<file path="src/rtl/teq_pkg.sv">
package teq_pkg;
    typedef enum logic [1:0] {
        HD_EMPTY = 2'd0,
        HD_WAIT  = 2'd1,
        HD_SEND  = 2'd2
    } head_st_e;
endpackage

</file>
<file path="src/rtl/teq_gate.sv">
module teq_gate #(
    parameter int TIME_W = 64
) (
    input  logic [TIME_W-1:0] now_time,
    input  logic [TIME_W-1:0] stamp,
    output logic              reached
);
    // unsigned magnitude compare: the stamp has been reached once time is at or past it
    always_comb reached = (now_time >= stamp);
endmodule

</file>
<file path="src/rtl/teq_ring.sv">
module teq_ring #(
    parameter int W  = 96,
    parameter int AW = 3
) (
    input  logic         clk,
    input  logic         rst_n,
    input  logic         push,
    input  logic [W-1:0] wdata,
    input  logic         pop,
    output logic [W-1:0] rdata,
    output logic         nonempty
);
    localparam int SLOTS = 1 << AW;

    logic [W-1:0]  mem [SLOTS];
    logic [AW-1:0] wptr, rptr;
    logic [AW:0]   fill;

    always_ff @(posedge clk) begin
        if (push) mem[wptr] <= wdata;
    end

    always_ff @(posedge clk) begin
        if (!rst_n) begin
            wptr <= '0;
            rptr <= '0;
            fill <= '0;
        end else begin
            if (push) wptr <= wptr + 1'b1;
            if (pop)  rptr <= rptr + 1'b1;
            case ({push, pop})
                2'b10:   fill <= fill + 1'b1;
                2'b01:   fill <= fill - 1'b1;
                default: fill <= fill;
            endcase
        end
    end

    always_comb begin
        rdata    = mem[rptr];
        nonempty = (fill != '0);
    end


    ring_no_underflow_chk: assert property (@(posedge clk) disable iff (!rst_n)
        pop |-> (fill != '0));

    ring_no_overflow_chk: assert property (@(posedge clk) disable iff (!rst_n)
        push |-> (fill < (AW+1)'(SLOTS)));
endmodule

</file>
<file path="src/rtl/teq_head.sv">
module teq_head
    import teq_pkg::*;
#(
    parameter int DESC_W = 32,
    parameter int TIME_W = 64
) (
    input  logic              clk,
    input  logic              rst_n,
    input  logic [TIME_W-1:0] now_time,
    input  logic              src_valid,
    input  logic [DESC_W-1:0] src_desc,
    input  logic [TIME_W-1:0] src_time,
    output logic              src_pop,
    output logic              rd_valid,
    output logic [DESC_W-1:0] rd_desc,
    input  logic              rd_ready
);
    head_st_e          st_q, st_d;
    logic [DESC_W-1:0] desc_q;
    logic [TIME_W-1:0] time_q;
    logic              src_reached, held_reached;

    teq_gate #(.TIME_W(TIME_W)) u_src_gate (
        .now_time(now_time), .stamp(src_time), .reached(src_reached));
    teq_gate #(.TIME_W(TIME_W)) u_held_gate (
        .now_time(now_time), .stamp(time_q), .reached(held_reached));

    // next state and refill decision
    always_comb begin
        st_d    = st_q;
        src_pop = 1'b0;
        unique case (st_q)
            HD_EMPTY: begin
                if (src_valid) begin
                    src_pop = 1'b1;
                    st_d    = src_reached ? HD_SEND : HD_WAIT;
                end
            end
            HD_WAIT: begin
                if (held_reached) st_d = HD_SEND;
            end
            HD_SEND: begin
                if (rd_ready) begin
                    if (src_valid) begin
                        src_pop = 1'b1;
                        st_d    = src_reached ? HD_SEND : HD_WAIT;
                    end else begin
                        st_d = HD_EMPTY;
                    end
                end
            end
            default: st_d = HD_EMPTY;
        endcase
    end

    // state register
    always_ff @(posedge clk) begin
        if (!rst_n) st_q <= HD_EMPTY;
        else        st_q <= st_d;
    end

    // held entry
    always_ff @(posedge clk) begin
        if (!rst_n) begin
            desc_q <= '0;
            time_q <= '0;
        end else if (src_pop) begin
            desc_q <= src_desc;
            time_q <= src_time;
        end
    end

    // outputs
    always_comb begin
        rd_valid = (st_q == HD_SEND);
        rd_desc  = desc_q;
    end


    release_after_stamp_chk: assert property (@(posedge clk) disable iff (!rst_n)
        rd_valid |-> (now_time >= time_q));

    hold_until_ready_chk: assert property (@(posedge clk) disable iff (!rst_n)
        (rd_valid && !rd_ready) |=> (rd_valid && $stable(rd_desc)));

    wait_not_offered_chk: assert property (@(posedge clk) disable iff (!rst_n)
        (st_q == HD_WAIT && !held_reached) |=> !rd_valid);
endmodule

</file>
<file path="src/rtl/timed_egress_queue.sv">
module timed_egress_queue #(
    parameter int DESC_W     = 32,
    parameter int TIME_W     = 64,
    parameter int DEPTH_LOG2 = 3
) (
    input  logic              clk,
    input  logic              rst_n,
    input  logic              wr_valid,
    input  logic [DESC_W-1:0] wr_desc,
    input  logic [TIME_W-1:0] wr_time,
    output logic              wr_full,
    output logic              wr_reject,
    input  logic [TIME_W-1:0] now_time,
    output logic              rd_valid,
    output logic [DESC_W-1:0] rd_desc,
    input  logic              rd_ready
);
    localparam int DEPTH = 1 << DEPTH_LOG2;
    localparam int ENT_W = DESC_W + TIME_W;
    localparam int CNT_W = DEPTH_LOG2 + 1;

    logic [CNT_W-1:0]  occ;
    logic              push, take;
    logic              ring_pop, ring_nonempty;
    logic [ENT_W-1:0]  ring_rdata;
    logic              reject_q;

    always_comb begin
        wr_full   = (occ == CNT_W'(DEPTH));
        push      = wr_valid && !wr_full;
        take      = rd_valid && rd_ready;
        wr_reject = reject_q;
    end

    teq_ring #(.W(ENT_W), .AW(DEPTH_LOG2)) u_ring (
        .clk      (clk),
        .rst_n    (rst_n),
        .push     (push),
        .wdata    ({wr_desc, wr_time}),
        .pop      (ring_pop),
        .rdata    (ring_rdata),
        .nonempty (ring_nonempty)
    );

    teq_head #(.DESC_W(DESC_W), .TIME_W(TIME_W)) u_head (
        .clk       (clk),
        .rst_n     (rst_n),
        .now_time  (now_time),
        .src_valid (ring_nonempty),
        .src_desc  (ring_rdata[ENT_W-1:TIME_W]),
        .src_time  (ring_rdata[TIME_W-1:0]),
        .src_pop   (ring_pop),
        .rd_valid  (rd_valid),
        .rd_desc   (rd_desc),
        .rd_ready  (rd_ready)
    );

    // occupancy across ring and head
    always_ff @(posedge clk) begin
        if (!rst_n) begin
            occ      <= '0;
            reject_q <= 1'b0;
        end else begin
            case ({push, take})
                2'b10:   occ <= occ + 1'b1;
                2'b01:   occ <= occ - 1'b1;
                default: occ <= occ;
            endcase
            reject_q <= wr_valid && wr_full;
        end
    end


    occ_bound_chk: assert property (@(posedge clk) disable iff (!rst_n)
        occ <= CNT_W'(DEPTH));

    reject_flag_chk: assert property (@(posedge clk) disable iff (!rst_n)
        (wr_valid && wr_full) |=> wr_reject);

    full_stays_full_chk: assert property (@(posedge clk) disable iff (!rst_n)
        (wr_full && wr_valid && !take) |=> wr_full);

    empty_idle_chk: assert property (@(posedge clk) disable iff (!rst_n)
        (occ == '0) |-> !rd_valid);
endmodule

</file>
<file path="config.mk">
export PLATFORM = sky130hd
export DESIGN_NAME = timed_egress_queue
export DESIGN_NICKNAME = d
export VERILOG_FILES = /design/src/rtl/teq_pkg.sv /design/src/rtl/teq_gate.sv /design/src/rtl/teq_ring.sv /design/src/rtl/teq_head.sv /design/src/rtl/timed_egress_queue.sv
export SDC_FILE = /design/constraint.sdc
export NUM_CORES = 1
export LEC_CHECK = 0
export ABC_AREA = 1
export CORE_MARGIN = 4
export CORE_UTILIZATION = 48
export CTS_CLUSTER_DIAMETER = 200
export DETAILED_ROUTE_END_ITERATION = 8
export PLACE_DENSITY = 0.66
export SETUP_SLACK_MARGIN = 0.05
export SLEW_MARGIN = 15
export SYNTH_ARGS = -nofsm -noshare
export SYNTH_HDL_FRONTEND = slang
export SYNTH_SLANG_ARGS = --single-unit
</file>
<file path="constraint.sdc">
create_clock -name clk -period 19.1 [get_ports clk]
set_input_delay 4.775 -clock clk [delete_from_list [all_inputs] [get_ports clk]]
set_output_delay 4.775 -clock clk [all_outputs]
set_load 0.005 [all_outputs]
</file>
==> flow_summary.json, run 1 <==
{
  "dr_wl_met3_mm": 4.70,
  "ant_nets": 0,
  "yosysWarnings": 0,
  "synthCells": 2847,
  "post-route-min-period_ps": 8020,
  "drtIter0Drc": 2034,
  "ys_ff_latch": 884,
  "fmax_mhz": 125,
  "ys.flop_type": "edfxtp_1",
  "max-vdd-ir-drop_v": 0.000118,
  "grt_pass1_vias": 23200,
  "io_pins": 199,
  "setup_viol": 0,
  "period_share_pct": 42.0,
  "layout-drive-gt1-share_pct": 6.02,
  "grt.overflow.total": 0,
  "max_slew_margin_pct": 22.1,
  "clkTransAtPathRegs_ps": 50,
  "cts_buffers": 91,
  "fin_tns_setup_ps": 0,
  "status": "complete, no violations",
  "layout_common_cells": "edfxtp_1 (768), nor2_1 (453), o21ai_0 (333)",
  "hpwl_mm": 50.5,
  "post-cts-setup-buffers": 0,
  "cap_violations": 0,
  "antenna_found_initial": 13,
  "skew_ps": 37.6,
  "ys_types": 37,
  "htree_levels": 3,
  "critPathRequiredTime_ps": 19370,
  "met1Wirelength_mm": 37.5,
  "wire_per_inst_um": 21.4,
  "cts_resized": 0,
  "clk_path_buf_depth": 3,
  "max_stage_delay_ps": 780,
  "nets": 3297,
  "cp_slowest_cell": "nor2_4",
  "dieArea_mm2": 0.0809,
  "hp-start": "u_ring.rptr[2]",
  "hold_depth": 1,
  "r2r_slack_ps": 13930,
  "rows": 101,
  "area_growth_pct": 15.4,
  "synthArstFlopShare_pct": 0,
  "crit_buf_inv": 6,
  "rr_worst_depth": 16,
  "grt_max_degree": 205,
  "powerDensity_mw_per_mm2": 138,
  "synth_top_area_share_pct": 62.9,
  "path_delay_family": "buffers and inverters",
  "placedCellCount": 3879,
  "synth_top_cells_by_area": "edfxtp_1 (63%), dfxtp_1 (6.3%), nor2_1 (4.7%)",
  "vias": 23300,
  "r2r_end": "u_head.st_q[1]",
  "crit_path_start_kind": "primary input",
  "final_common_cell": "edfxtp_1",
  "cts_hold_buf": 0,
  "vias_per_cell": 5.75,
  "die_h_um": 284,
  "ys_seq_area_share_pct": 69.2,
  "drtPass1Iterations": 6,
  "crit_path_frequent_cell": "inv_1",
  "clk_latency_ps": 660,
  "routed_wirelength_mm": 87.0,
  "hold_viol_final": 0,
  "drc": 0,
  "syn_area_per_cell_um2": 12.9,
  "portBuffers": 198,
  "grt_setup_unrepaired": "no",
  "path_class": "primary input to flop",
  "initial_core_util_pct": 48.4,
  "place_congestion": 0.834,
  "worst_setup_path_end_kind": "flop",
  "cts_tree": "done",
  "synth_area_mm2": 0.0367,
  "wl_met2_mm": 42.8,
  "root_buffer": "clkbuf_16",
  "synth_edf_count": 768,
  "arrival_ps": 8290,
  "yosysTopAreaCell": "edfxtp_1",
  "syn-num-nets": 3149,
  "min-delay-path-class": "flop to flop",
  "cp_cell_sequence": "clkdlybuf4s50_1 > inv_1 > nor2_1 > inv_1 > nor2_1 > inv_1 > nor2_4 > buf_4 > buf_4",
  "nFillCells": 6013,
  "routed.top_layer": "met5",
  "grt_pass1_wl_mm": 134,
  "worstMarginPinSlew_ps": 1170,
  "core_area_mm2": 0.0758,
  "grt_usage_pct": 21.1,
  "die_w_um": 284,
  "clock_sinks": 884,
  "leakage_uw": 0.0143,
  "instances_no_fill": 4058,
  "critical_path.max_fanout": 37,
  "finalMaxSlewViolations": 0
}
==> flip-flops by register name (all words and copies together), names as in the netlist, named ones only <==
| signal | cells |
|---|---|
| wr_reject | 1 |
| u_ring.rptr | 3 |
| u_head.rd_desc | 32 |
| u_head.st_q | 2 |
| occ | 4 |
| u_ring.wptr | 3 |
| u_ring.mem | 768 |
| u_head.time_q | 64 |
| u_ring.fill | 4 |
==> synthesized netlist by cell type (6+ instances only) <==
cell type,number
o221ai_1,86
buf_8,6
buf_1,11
buf_4,20
nor2_1,461
edfxtp_1,768
mux2i_1,95
nand2_1,158
nor3_1,13
o21ai_0,333
dfxtp_1,116
o22ai_1,18
o21ai_1,78
inv_1,120
a21oi_1,162
nand3_1,12
nand4_1,7
o32ai_2,10
ha_1,136
buf_2,35
buf_6,8
clkbuf_1,90
o32ai_1,78
==> report_power, final <==
part           internal, uW  switching, uW
clock                   999            736
sequential             2280            113
combinational           600           1120
==> kinds of logic (layout without fill, tap and decap cells) <==
kind of cell               after synthesis  count (layout)  synth area share [%]
and+or+nand+nor                        656             656                  6.90
buffers and inverters                  293             519                  3.73
adders and majority gates              138             138                  4.75
AOI/OAI and AO/OA                      777             777                  12.7
DFF                                    884             884                  69.2
muxes                                   95              95                  2.59
other                                    0               7                     0
xor gates and xnor gates                 4               4                0.0955
==> worst max-delay path by stage <==
| stage | from | end | slack [ps] | cells after the start |
|---|---|---|---|---|
| global route | wr_valid | u_ring.mem[7][91] | 10780 | 9 |
| floorplan | wr_valid | u_ring.mem[1][0] | 9220 | 6 |
| global placement | wr_valid | u_ring.mem[7][85] | 10400 | 9 |
| detailed placement | wr_valid | u_ring.mem[7][85] | 10350 | 9 |
| CTS | wr_valid | u_ring.mem[7][89] | 11040 | 9 |
| finish | wr_valid | u_ring.mem[7][89] | 11080 | 9 |
==> metal layers <==
layer | vias to the layer above | track usage [%]
li1 | 10900 | -
met5 | - | 0
met1 | 11600 | 28.4
met3 | 136 | 3.48
met2 | 648 | 35.6
met4 | 8 | 5.92
==> layout make-up <==
type | instances | area (um^2) | area share [%]
Timing Repair Buffer | 226 | 2230 | 5.28
Antenna cell | 7 | 17.5 | 0.0414
Sequential cell | 884 | 25400 | 60.0
Inverter | 122 | 465 | 1.10
Tap cell | 978 | 1220 | 2.89
Clock buffer | 127 | 2510 | 5.94
Clock inverter | 44 | 475 | 1.12
Multi-Input combinational cell | 1670 | 9990 | 23.6
==> metrics by stage <==
step                      power [uW]  worst slack [ps]  area, um^2  hold slack (ps)  util, %
final                           5840             11080       42300              445     55.8
after global routing            6190             10780       42300              471     55.8
after CTS                       5890             11040       42300              448     55.8
after detailed placement        4140             10350       39300              439     51.8
after global placement          4050             10400       39300              439     51.8
after floorplan                 3620              9220       36700              412        -
==> worst register-to-register path, stage by stage, from the launching register on <==
cell and delay, ps:
dfxtp_4 780, buf_12 650, buf_4 1150, o21ai_0 260, o221ai_1 240, o21ai_1 290, ha_1 470, nand2_1 60
nor2_1 130, nand4_1 230, nor3_1 300, nand2_1 90, nand2_1 110, nand2_1 70, nand2_1 70, nand2_1 50
a21oi_1 130
No activity file was read; power rests on OpenSTA's default activity.
==> run 2, diff against run 1 <==
--- a/config.mk
+++ b/config.mk
@@ -10,7 +10,7 @@
 export CORE_UTILIZATION = 48
 export CTS_CLUSTER_DIAMETER = 200
 export DETAILED_ROUTE_END_ITERATION = 8
-export PLACE_DENSITY = 0.66
+export PLACE_DENSITY = 0.69
 export SETUP_SLACK_MARGIN = 0.05
 export SLEW_MARGIN = 15
 export SYNTH_ARGS = -nofsm -noshare
==> constraint.sdc (replaced) <==
create_clock -name clk -period 6.53 [get_ports clk]
set_input_delay 1.6325 -clock clk [delete_from_list [all_inputs] [get_ports clk]]
set_output_delay 1.6325 -clock clk [all_outputs]
set_load 0.005 [all_outputs]
==> flow_summary.json, run 2 (synthesized netlist as in run 1, its figures left out) <==
{
  "htree_levels": 3,
  "root_buffer": "clkbuf_16",
  "setup_viol": 0,
  "die_h_um": 284,
  "worstMarginPinSlew_ps": 1070,
  "r2r_slack_ps": 2330,
  "wire_per_inst_um": 21.0,
  "clk_latency_ps": 640,
  "nets": 3305,
  "crit_path_start_kind": "flop",
  "critical_path.max_fanout": 167,
  "die_w_um": 284,
  "vias_per_cell": 5.77,
  "post-route-util_pct": 56.0,
  "nFillCells": 5939,
  "max-vdd-ir-drop_v": 0.000421,
  "rr_worst_depth": 19,
  "drc": 0,
  "hpwl_mm": 51.6,
  "post-route-min-period_ps": 4200,
  "ant_nets": 0,
  "top_register": "u_ring.mem",
  "grt_pass1_wl_mm": 132,
  "finalMaxSlewViolations": 0,
  "drtIter0Drc": 2420,
  "portBuffers": 198,
  "core_area_mm2": 0.0758,
  "hold_viol_final": 0,
  "period_share_pct": 64.4,
  "leakage_uw": 0.0144,
  "cts_buffers": 90,
  "instances_no_fill": 4059,
  "max_slew_margin_pct": 28.8,
  "cts_resized": 0,
  "holdPathEnd": "u_ring.rptr[2]",
  "grt_setup_unrepaired": "no",
  "dieArea_mm2": 0.0809,
  "fmax_mhz": 238,
  "powerDensity_mw_per_mm2": 402,
  "clock_sinks": 884,
  "clk_path_buf_depth": 3,
  "layout_common_cells": "edfxtp_1 (768), nor2_1 (453), o21ai_0 (333)",
  "vias": 23400,
  "min-delay-path-class": "flop to flop",
  "area_growth_pct": 15.8,
  "cap_violations": 0,
  "hold_depth": 1,
  "p_total_uw": 17100,
  "antenna_found_initial": 7,
  "initial_core_util_pct": 48.4,
  "r2r_end": "u_head.st_q[1]",
  "path_class": "flop to flop",
  "rows": 101,
  "post-route-cell-area_mm2": 0.0425,
  "cts_hold_buf": 0,
  "routed_wirelength_mm": 85.2,
  "skew_ps": 26.9,
  "layout-drive-gt1-share_pct": 6.14,
  "cts_tree": "done",
  "io_pins": 199,
  "worst_setup_path_end_kind": "flop",
  "status": "complete, no violations",
  "grt_pass1_vias": 23200,
  "dpl_cell_area_mm2": 0.0395,
  "hp-start": "u_ring.rptr[2]",
  "post-cts-setup-buffers": 0,
  "grt.overflow.total": 0,
  "placedCellCount": 3888,
  "grt_max_degree": 195,
  "final_common_cell": "edfxtp_1",
  "grt_usage_pct": 20.7,
  "arrival_ps": 4770,
  "place_congestion": 0.803,
  "clkTransAtPathRegs_ps": 60,
  "largest_register_ffs": 768,
  "drtPass1Iterations": 5,
  "critPathRequiredTime_ps": 7100
}
==> run 2: cell types whose count changed in the layout (fill, tap and decap cells not counted), sizes merged <==
cell      previous run  this run
clkbuf             127       124
clkinv              30        31
bufinv               5         7
clkinvlp             6         1
diode                7         5
buf                 29        38
inv                125       124
==> run 2: area by class of cell <==
class                      instances  area [um^2]  share of cell area, %
multi-input combinational       1670         9990                   23.5
tap                              978         1220                   2.88
clock buffer                     124         2480                   5.84
sequential                       884        25400                   59.8
clock inverter                    41          490                   1.15
antenna                            5         12.5                 0.0295
inverter                         122          465                   1.10
timing repair buffer             235         2410                   5.69
==> run 2: worst max path at each step <==
stage,from,to,slack [ps],cells past startpoint
final,flop,u_head.st_q[1],2330,19
after global routing,flop,u_head.st_q[1],1820,19
after CTS,flop,u_head.st_q[1],2300,19
after detailed placement,wr_valid,u_ring.mem[1][91],1870,8
after global placement,wr_valid,u_ring.mem[1][76],1880,8
after floorplan,wr_valid,u_ring.mem[1][0],-210,6
==> run 2: worst max-delay path, stage by stage, from the launching register on <==
cell     delay [ps]
dfxtp_4         570
inv_8           850
buf_12          400
nor2_1           80
o32ai_1         220
o21ai_1         150
ha_1            310
nand2_1          40
nor2_1          160
nor3b_1         330
nand2_1         180
nor2_1          120
nand2_1          50
nand2_1          60
nor2_1           40
nand2_1          90
nand2_1          70
nand2_1          60
nand2_1          50
a21oi_1         120
==> run 2: report_power, final <==
| part | internal, uW | switching, uW | leakage, uW | total [uW] |
|---|---|---|---|---|
| clock | 2960 | 2110 | 0.00144 | 5070 |
| combinational | 1790 | 3230 | 0.00504 | 5010 |
| sequential | 6660 | 342 | 0.00794 | 7000 |
==> run 2: stage by stage <==
stage	worst slack, ps	setup TNS [ps]	hold slack, ps
after floorplan	-207	-79350	412
after detailed placement	1870	0	444
after global placement	1880	0	415
final	2330	0	466
after global routing	1820	0	486
after CTS	2300	0	465
==> run 2: metal layers <==
metal	wire, um	GRT usage [%]	vias up
met3	5270	3.54	135
met5	30	0	-
met2	41600	34.5	760
li1	-	-	10900
met4	1880	5.67	4
met1	36400	28.4	11600
